===== config.mk =====
export PLATFORM = sky130hd
export DESIGN_NAME = fifo9_hf_rt
export DESIGN_NICKNAME = d
export VERILOG_FILES = /design/src/rtl/fifo9_pkg.sv /design/src/rtl/fifo9_ptr.sv /design/src/rtl/fifo9_flags.sv /design/src/rtl/fifo9_store.sv /design/src/rtl/fifo9_hf_rt.sv
export SDC_FILE = /design/constraint.sdc
export NUM_CORES = 2
export LEC_CHECK = 0
export ABC_AREA = 1
export BUFFER_PORTS_ARGS = -buffer_cell sky130_fd_sc_hd__buf_2
export CAP_MARGIN = 10
export CORE_AREA = 2 2 580 582
export CTS_CLUSTER_DIAMETER = 100
export CTS_CLUSTER_SIZE = 24
export DETAILED_ROUTE_END_ITERATION = 8
export DIE_AREA = 0 0 582 584
export PLACE_DENSITY_LB_ADDON = 0.08
export RECOVER_POWER = 50
export SYNTH_ARGS = -nofsm -noshare
export SYNTH_HDL_FRONTEND = slang
export SYNTH_SLANG_ARGS = --single-unit

===== constraint.sdc =====
create_clock -name clk -period 3.5 [get_ports clk]
set_input_delay 0.525 -clock clk [delete_from_list [all_inputs] [get_ports clk]]
set_output_delay 0.525 -clock clk [all_outputs]
set_load 0.05 [all_outputs]

===== src/rtl/fifo9_pkg.sv =====
package fifo9_pkg;
   localparam int unsigned WORD_W = 9;
   localparam int unsigned MIN_DEPTH = 256;
   localparam int unsigned MAX_DEPTH = 4096;

   typedef logic [WORD_W-1:0] word_t;

   function automatic bit is_pow2(input int unsigned v);
      return (v != 0) && ((v & (v - 1)) == 0);
   endfunction
endpackage


===== src/rtl/fifo9_ptr.sv =====
module fifo9_ptr #(
   parameter int unsigned AW = 8
) (
   input  logic        clk,
   input  logic        mrst,
   input  logic        adv,
   input  logic        to_zero,
   output logic [AW:0] ptr
);
   always_ff @(posedge clk) begin
      if (mrst)
         ptr <= '0;
      else if (to_zero)
         ptr <= '0;
      else if (adv)
         ptr <= ptr + 1'b1;
   end
endmodule


===== src/rtl/fifo9_flags.sv =====
module fifo9_flags #(
   parameter int unsigned DEPTH = 256,
   parameter int unsigned AW    = 8
) (
   input  logic [AW:0] wptr,
   input  logic [AW:0] rptr,
   output logic [AW:0] occ,
   output logic        empty,
   output logic        full,
   output logic        half_full
);
   localparam logic [AW:0] LVL_FULL = (AW+1)'(DEPTH);
   localparam logic [AW:0] LVL_HALF = (AW+1)'(DEPTH / 2);

   always_comb begin
      occ       = wptr - rptr;
      empty     = (occ == '0);
      full      = (occ == LVL_FULL);
      half_full = (occ > LVL_HALF);
   end
endmodule


===== src/rtl/fifo9_store.sv =====
module fifo9_store
   import fifo9_pkg::*;
#(
   parameter int unsigned DEPTH = 256,
   parameter int unsigned AW    = 8
) (
   input  logic          clk,
   input  logic          mrst,
   input  logic          we,
   input  logic [AW-1:0] waddr,
   input  word_t         wdata,
   input  logic          re,
   input  logic [AW-1:0] raddr,
   output word_t         rdata,
   output logic          rvalid
);
   word_t mem [DEPTH];

   always_ff @(posedge clk) begin
      if (we)
         mem[waddr] <= wdata;
   end

   always_ff @(posedge clk) begin
      if (mrst) begin
         rdata  <= '0;
         rvalid <= 1'b0;
      end else begin
         rvalid <= re;
         rdata  <= re ? mem[raddr] : '0;
      end
   end

   // output is held at zero outside a valid pulse
   assert_idle_zero_R2: assert property (@(posedge clk) disable iff (mrst)
      !rvalid |-> (rdata == '0));
endmodule


===== src/rtl/fifo9_hf_rt.sv =====
module fifo9_hf_rt
   import fifo9_pkg::*;
#(
   parameter int unsigned DEPTH = 256
) (
   input  logic       clk,
   input  logic       mrst,
   input  logic       wr_stb,
   input  logic [8:0] wr_data,
   input  logic       rd_stb,
   input  logic       rewind,
   output logic [8:0] rd_data,
   output logic       rd_valid,
   output logic       empty,
   output logic       full,
   output logic       half_full,
   output logic       rewind_err
);
   localparam int unsigned AW = $clog2(DEPTH);
   localparam logic [AW:0] LVL_HALF    = (AW+1)'(DEPTH / 2);
   localparam logic [AW:0] LVL_HALF_P1 = (AW+1)'(DEPTH / 2 + 1);
   localparam logic [AW:0] LVL_FULL_M1 = (AW+1)'(DEPTH - 1);

   if (!is_pow2(DEPTH)) begin : g_bad_pow2
      $error("fifo9_hf_rt: DEPTH must be a power of two");
   end
   if (DEPTH < MIN_DEPTH || DEPTH > MAX_DEPTH) begin : g_bad_range
      $error("fifo9_hf_rt: DEPTH out of supported range");
   end

   logic [AW:0] wptr, rptr, occ;
   logic        wr_acc, rd_acc, rw_ok, rw_bad;

   always_comb begin
      wr_acc = wr_stb && !full;
      rd_acc = rd_stb && !empty;
      rw_bad = rewind && (wr_stb || rd_stb);
      rw_ok  = rewind && !wr_stb && !rd_stb;
   end

   fifo9_ptr #(.AW(AW)) i_wptr (
      .clk(clk), .mrst(mrst), .adv(wr_acc), .to_zero(1'b0), .ptr(wptr)
   );

   fifo9_ptr #(.AW(AW)) i_rptr (
      .clk(clk), .mrst(mrst), .adv(rd_acc), .to_zero(rw_ok), .ptr(rptr)
   );

   fifo9_flags #(.DEPTH(DEPTH), .AW(AW)) i_flags (
      .wptr(wptr), .rptr(rptr), .occ(occ),
      .empty(empty), .full(full), .half_full(half_full)
   );

   fifo9_store #(.DEPTH(DEPTH), .AW(AW)) i_store (
      .clk(clk), .mrst(mrst),
      .we(wr_acc), .waddr(wptr[AW-1:0]), .wdata(wr_data),
      .re(rd_acc), .raddr(rptr[AW-1:0]),
      .rdata(rd_data), .rvalid(rd_valid)
   );

   always_ff @(posedge clk) begin
      if (mrst)
         rewind_err <= 1'b0;
      else
         rewind_err <= rw_bad;
   end

   assert_reset_state_R1: assert property (@(posedge clk) disable iff (mrst)
      $fell(mrst) |-> (empty && !full && !half_full && !rd_valid));

   assert_hf_rise_R3: assert property (@(posedge clk) disable iff (mrst)
      (occ == LVL_HALF) && wr_acc && !rd_acc |=> half_full);

   assert_hf_fall_R4: assert property (@(posedge clk) disable iff (mrst)
      (occ == LVL_HALF_P1) && rd_acc && !wr_acc |=> !half_full);

   assert_full_set_R5: assert property (@(posedge clk) disable iff (mrst)
      (occ == LVL_FULL_M1) && wr_acc && !rd_acc |=> full);

   assert_no_overflow_R5: assert property (@(posedge clk) disable iff (mrst)
      full && wr_stb |=> $stable(wptr));

   assert_no_underflow_R6: assert property (@(posedge clk) disable iff (mrst)
      empty && rd_stb |=> (!rd_valid && $stable(rptr)));

   assert_full_clear_R7: assert property (@(posedge clk) disable iff (mrst)
      full && rd_stb |=> !full);

   assert_both_accept_R8: assert property (@(posedge clk) disable iff (mrst)
      !empty && !full && wr_stb && rd_stb |=> ($stable(occ) && rd_valid));

   assert_rewind_zero_R9: assert property (@(posedge clk) disable iff (mrst)
      rw_ok |=> (rptr == '0));

   assert_rewind_err_R11: assert property (@(posedge clk) disable iff (mrst)
      rewind && (wr_stb || rd_stb) |=> rewind_err);
endmodule


# [Yosys cells after proc, flatten, opt, wreduce, memory -nomap -nowiden]
# Memories as Yosys holds them, arrays and structs flattened. A register that Yosys moved wholly into a read port is not among the register bits.
# Index checks and enable logic that the tools add are counted.
[totals] ram_bits=2304 n_memories=1 wordCells=26 out_inout_bits=14 ff_bits=20
[mem_list] memory="i_store.mem" words=256 word_bits=9 rd=1 rd_ports_with_merged_regs=1 write_ports=1 line="fifo9_store.sv:17" rtl="word_t mem [DEPTH];"
[op_classes] n_reduce_logical=13 n_eq_ne=1 bitwise_logic=1 muxes=2 order_cmp=1 add_sub_neg=3
[ops] op="$add 9x1->9 const B" count=2
[ops] op="$eq 9x9->1 const B" count=1
[ops] op="$gt 9x8->1 const B" count=1
[ops] op="$logic_not 9->1" count=1
[ops] op="$sub 9x9->9" count=1
[ops] op="$logic_and 1x1->1" count=5
[ops] op="$logic_not 1->1" count=4
[ops] op="$reduce_or 2->1" count=2
[ops] op="$mux 1" count=2
[ops] op="$logic_or 1x1->1" count=1
[ops] op="$not 1->1" count=1

# [Depth between registers and ports, before layout]
[depth] ltp_word=6 depth_mapped=22 depth_no_buf=17

# [Modules after synthesis]
# From an unflattened synthesis, not the netlist that was laid out.
[unflattened] cells_unflattened=8088 area_unflattened_um2=95097.5
[by_module_without_submodules] mod="fifo9_store" cells_per_inst=7848 instances=1 seq_area_each_um2=69386.5 area_per_inst_um2=93618.5
[by_module_without_submodules] mod="fifo9_ptr" cells_per_inst=59 instances=2 seq_area_each_um2=180.2 area_per_inst_um2=419.2
[by_module_without_submodules] mod="fifo9_flags" cells_per_inst=110 instances=1 seq_area_each_um2=0.0 area_per_inst_um2=579.3
[by_module_without_submodules] mod="fifo9_hf_rt" cells_per_inst=12 instances=1 seq_area_each_um2=20.0 area_per_inst_um2=61.3

# [Least setup slack after synthesis]
# Ideal clock, no wire load.
[synth_path] kind="reg-to-reg" start="reg i_rptr.ptr[3]" end="mem i_store.mem[101][0] (netlist bit) (enable)" n_path_buf=5 arrival_time_ps=3020 path_slack_ps=106 setup_time_ps=374 period_less_slack_ps=3394 path_stages_with_launch=19 cell_sequence="dfxtp_1 > inv_1 > buf_2 > buf_2 > buf_1 > ha_1 > a21oi_1 > o21ai_2 > nand4_1 > nand2_1 > nand2_1 > nand2_1 > nand3_4 > nand2_8 > inv_8 > buf_12 > nand2_8 > buf_6 > nor2_1"
[synth_between] elab_chain_cells=6
[synth_rtl] item="start: declaration" line="fifo9_ptr.sv:8" rtl="output logic [AW:0] ptr"
[synth_rtl] item="start signal: assignment" line="fifo9_ptr.sv:16" rtl="ptr <= ptr + 1'b1;"
[synth_rtl] item="$sub 9x9->9" line="fifo9_flags.sv:16" rtl="occ = wptr - rptr;"
[synth_rtl] item="$eq 9x9->1" line="fifo9_flags.sv:18" rtl="full = (occ == LVL_FULL);"
[synth_rtl] item="$logic_not 1->1" line="fifo9_hf_rt.sv:35" rtl="wr_acc = wr_stb && !full;"
[synth_rtl] item="$logic_and 1x1->1" line="fifo9_hf_rt.sv:35"
[synth_rtl] item="$mux 1" line="fifo9_store.sv:20" rtl="if (we)"
[synth_rtl] item="$mux 1 (not written as such)" line="fifo9_store.sv:21" rtl="mem[waddr] <= wdata;"
[synth_rtl] item="end: declaration" line="fifo9_store.sv:17"
# No other way between the ends.

# [Worst setup path in the final report]
[layout_path] start="reg i_rptr.ptr[3]" end="out full"
[layout_between] elab_chain_cells=2
[layout_rtl] item="$sub 9x9->9" line="fifo9_flags.sv:16"
[layout_rtl] item="$eq 9x9->1" line="fifo9_flags.sv:18"
[layout_rtl] item="end: declaration" line="fifo9_hf_rt.sv:15" rtl="output logic full,"
# No other way between the ends.

==> results by group <==
Power and ir drop
  • Clock Power Share: between 30% and 40%
  • P_leak: 42.3 nW
  • Pwr Density: roughly 480 nW/um^2
  • Comb pwr share: 9.2%
  • Total power: roughly 0.054 W
  • NetSw: approximately 0.014 W
  • Reg power frac: between 50% and 60%
  • Peak VDD IR: a little over 0.3 mV
  • Internal: 0.0403 W
  • Sw Ratio: ~25%

Place
  • RD Place Congestion: ~0.84
  • DP HPWL: 208000 um
  • DP Area: 108000 sq um
  • IO Port Bufs: 27
  • Post-Place Cells: about 14k

Layout
  • Finished Layout Cells: 14.0k
  • Most frequent cells in the layout: 2663 x nand2_1, 2304 x edfxtp_1, 1198 x nor2_1
  • Fillers: approximately 34k
  • Layout cells sized above 1: about 8.7%
  • Commonest non-fill, non-tap cell in the layout: nand2_1
  • Layout Nets: about 9.6k
  • Post-layout util: 33.6%
  • Design Area, Final: between 100000 and 150000 sq um
  • Area Overhead vs Synth: 11.9%

Routing
  • Met2 routed WL: ~160000 um
  • Max layer used: met4
  • DR vias: approximately 66k
  • Metal3 WL: around 13000 um
  • Drt first pass iters: 5
  • Final ANT Viol Nets: 0
  • Routed len/inst: around 24 um
  • DRT Wirelength: around 340000 um
  • First DRT Iteration DRCs: roughly 5.4k
  • Via density per instance: roughly 4.7
  • Residual DRC: 0
  • Routed length on met1: between 150000 and 200000 um

Global routing
  • Global route overflow: 0
  • Antenna violations before repair: 13
  • First-pass GRT wire length: 485000 um
  • Vias in the first global route: between 60k and 70k
  • Largest net degree at the start of global routing: about 140
  • GRT Resource Usage Total: approximately a fifth

Clocking
  • Sink Count: between 2k and 2.5k
  • Num CTS Buffers: between 100 and 150
  • H-Tree Depth: 4
  • Later-pin clock latency in the skew report: 0.87 ns
  • Clk buf depth: 4
  • Reg clk slew, reported paths: approximately 0.10 ns
  • CTS root buf: clkbuf_16
  • TritonCTS clock tree: built

Timing
  • FMAX: 0.287 GHz
  • Crit share post-route: a little under 100%
  • Final period demand of the worst path: ~3.5 ns
  • Setup TNS: 0 ns
  • Final Hold Vio Count: 0
  • Slew Limit Fails: between 1k and 1.5k
  • Slew HR: -68.0%
  • RSZ-0062 raised after global routing: yes
  • Worst Skew: around 0.06 ns
  • Worst Tran Pin Value: 2.52 ns
  • Setup violations, final: 0

Die
  • Core area: between 300000 and 400000 sq um
  • Die area: around 340000 sq um
  • Ports: 28
  • Die Ht: approximately 580 um
  • Initial Utilization: 30.0%
  • Rows: ~210
  • Die outline width: a little under 600 um

Yosys
  • Post-Syn Area: about 100000 sq um
  • Post-Syn Nets: between 9k and 10k
  • Post-Synthesis Mean Instance Area: between 10 and 15 sq um
  • Syn Inst Count: roughly 9.4k
  • Leading area contributor after synthesis: edfxtp_1
  • Ys Warns: 0
  • Synth top area share: between 60 and 70%
  • Cell variety after synth: 40
  • Synthesized flop and latch total: ~2.3k
  • Area contributors post-synth: edfxtp_1 69%, nand2_1 10%, nor2_1 4.5%, nand3_1 4.2%, inv_1 3.5%
  • Sequential area share after synthesis: a little over two thirds

Worst setup path
  • WP data arrival: 2.96 ns
  • Worst path required time: a little under 3 ns
  • Reg2Reg Setup Slack: 0.07 ns
  • Worst setup EP type: output port
  • Max FO, Critical Path: 4
  • Crit Path Class: reg2out
  • Crit start category: register

Status
  • Failing checks: max-capacitance violations, max-slew violations
  • Status: finished with violations

Flow run
  • Max-cap violations: 23

Hold path
  • Worst hold path class: in2reg
[critical path, cell delays in order, from the launching register on]
cell and delay [ns]:
dfxtp_4 0.40, inv_6 0.06, ha_4 0.30, nand2_4 0.06
o21ai_4 0.19, nand4_1 0.17, nand2_1 0.14, nand2_1 0.08
nand2_2 0.11, nand3_4 0.11, buf_8 0.16, clkinvlp_4 0.13
buf_12 0.15
[worst paths after layout]
| path | cells after the start | from | to |
|---|---|---|---|
| hold reg to reg | 2 | i_rptr.ptr[7]$_SDFFE_PP0P_ | i_rptr.ptr[7]$_SDFFE_PP0P_ |
| setup reg to reg | 14 | i_rptr.ptr[3]$_SDFFE_PP0P_ | i_store.mem[237][6]$_DFFE_PP_ |
| setup / recovery | 12 | i_rptr.ptr[3]$_SDFFE_PP0P_ | full |
| hold / removal | 3 | rd_stb | i_rptr.ptr[3]$_SDFFE_PP0P_ |
[stage by stage]
stage	hold WS, ns	worst slack [ns]
finish	0.105	0.0182
global route	0.0826	-0.0846
CTS	0.0291	-0.00353
detailed placement	0.472	-0.149
global placement	0.480	-0.235
floorplan	0.454	0.106
[cell usage after synthesis (all sizes together)]
master and instances:
clkbuf 174, xor2 13, nor2 1267, nand2 2692, inv 941, xnor2 4, nand3 838, o211ai 102
o21bai 2, buf 347, clkinv 3, o21ai 498, ha 13, nand3b 1, a21oi 120, or2 16
a31oi 1, nor3 3, o31ai 1, and3 1, edfxtp 2304, nand4 1, dfxtp 29
[routing by layer]
metal / GRT usage (%) / vias to the layer above
li1: - / 31200
met1: 28.1 / 33300
met2: 32.3 / 1217
met3: 2.03 / 269
met4: 3.50 / 0
met5: 0 / -
[flip-flops by register name, indices dropped and copies added, names as in the netlist]
register and count:
i_store.rdata 9, rewind_err 1, i_rptr.ptr 9, i_store.rvalid 1, i_wptr.ptr 9, i_store.mem 2304
[what timing repair did]
item	in CTS	in global routing
endpoints found under the setup margin	50	33
setup buffers	3	3
gates resized for setup	31	14
pin swaps	7	8
hold buffers	3	0
endpoints found under the hold margin	15	0
[cell type report]
| cell class | count | area [sq um] | share of cell area (%) |
|---|---|---|---|
| Multi-Input combinational cell | 5573 | 24000 | 21.5 |
| Sequential cell | 2333 | 69800 | 62.4 |
| Clock buffer | 159 | 3600 | 3.22 |
| Inverter | 944 | 3590 | 3.21 |
| Timing Repair Buffer | 539 | 4520 | 4.05 |
| Clock inverter | 60 | 767 | 0.686 |
| Antenna cell | 7 | 17.5 | 0.0157 |
| Tap cell | 4387 | 5490 | 4.91 |
[power groups by stage]
| stage | registers [W] | clock network [W] | logic (W) |
|---|---|---|---|
| 2_1_floorplan | 0.0314 | 0 | 0.00278 |
| 3_3_place_gp | 0.0313 | 0 | 0.00516 |
| 3_5_place_dp | 0.0313 | 0 | 0.00514 |
| 4_1_cts | 0.0307 | 0.0190 | 0.00519 |
| 5_1_grt | 0.0308 | 0.0198 | 0.00552 |
| 6_report | 0.0307 | 0.0183 | 0.00499 |
[cell families (layout without fill, tap and decap cells)]
logic type                 Yosys count  after routing  synth area share (%)
other                                0              7                     0
AOI/OAI and AO/OA                  724            724                  3.90
adders and majority gates           13             13                 0.163
buffers and inverters             1465           1702                  6.30
xor gates and xnor gates            17             17                 0.149
and+or+nand+nor                   4819           4819                  19.6
DFF                               2333           2333                  69.9
Note: power is estimated with default switching activity, not from simulation.
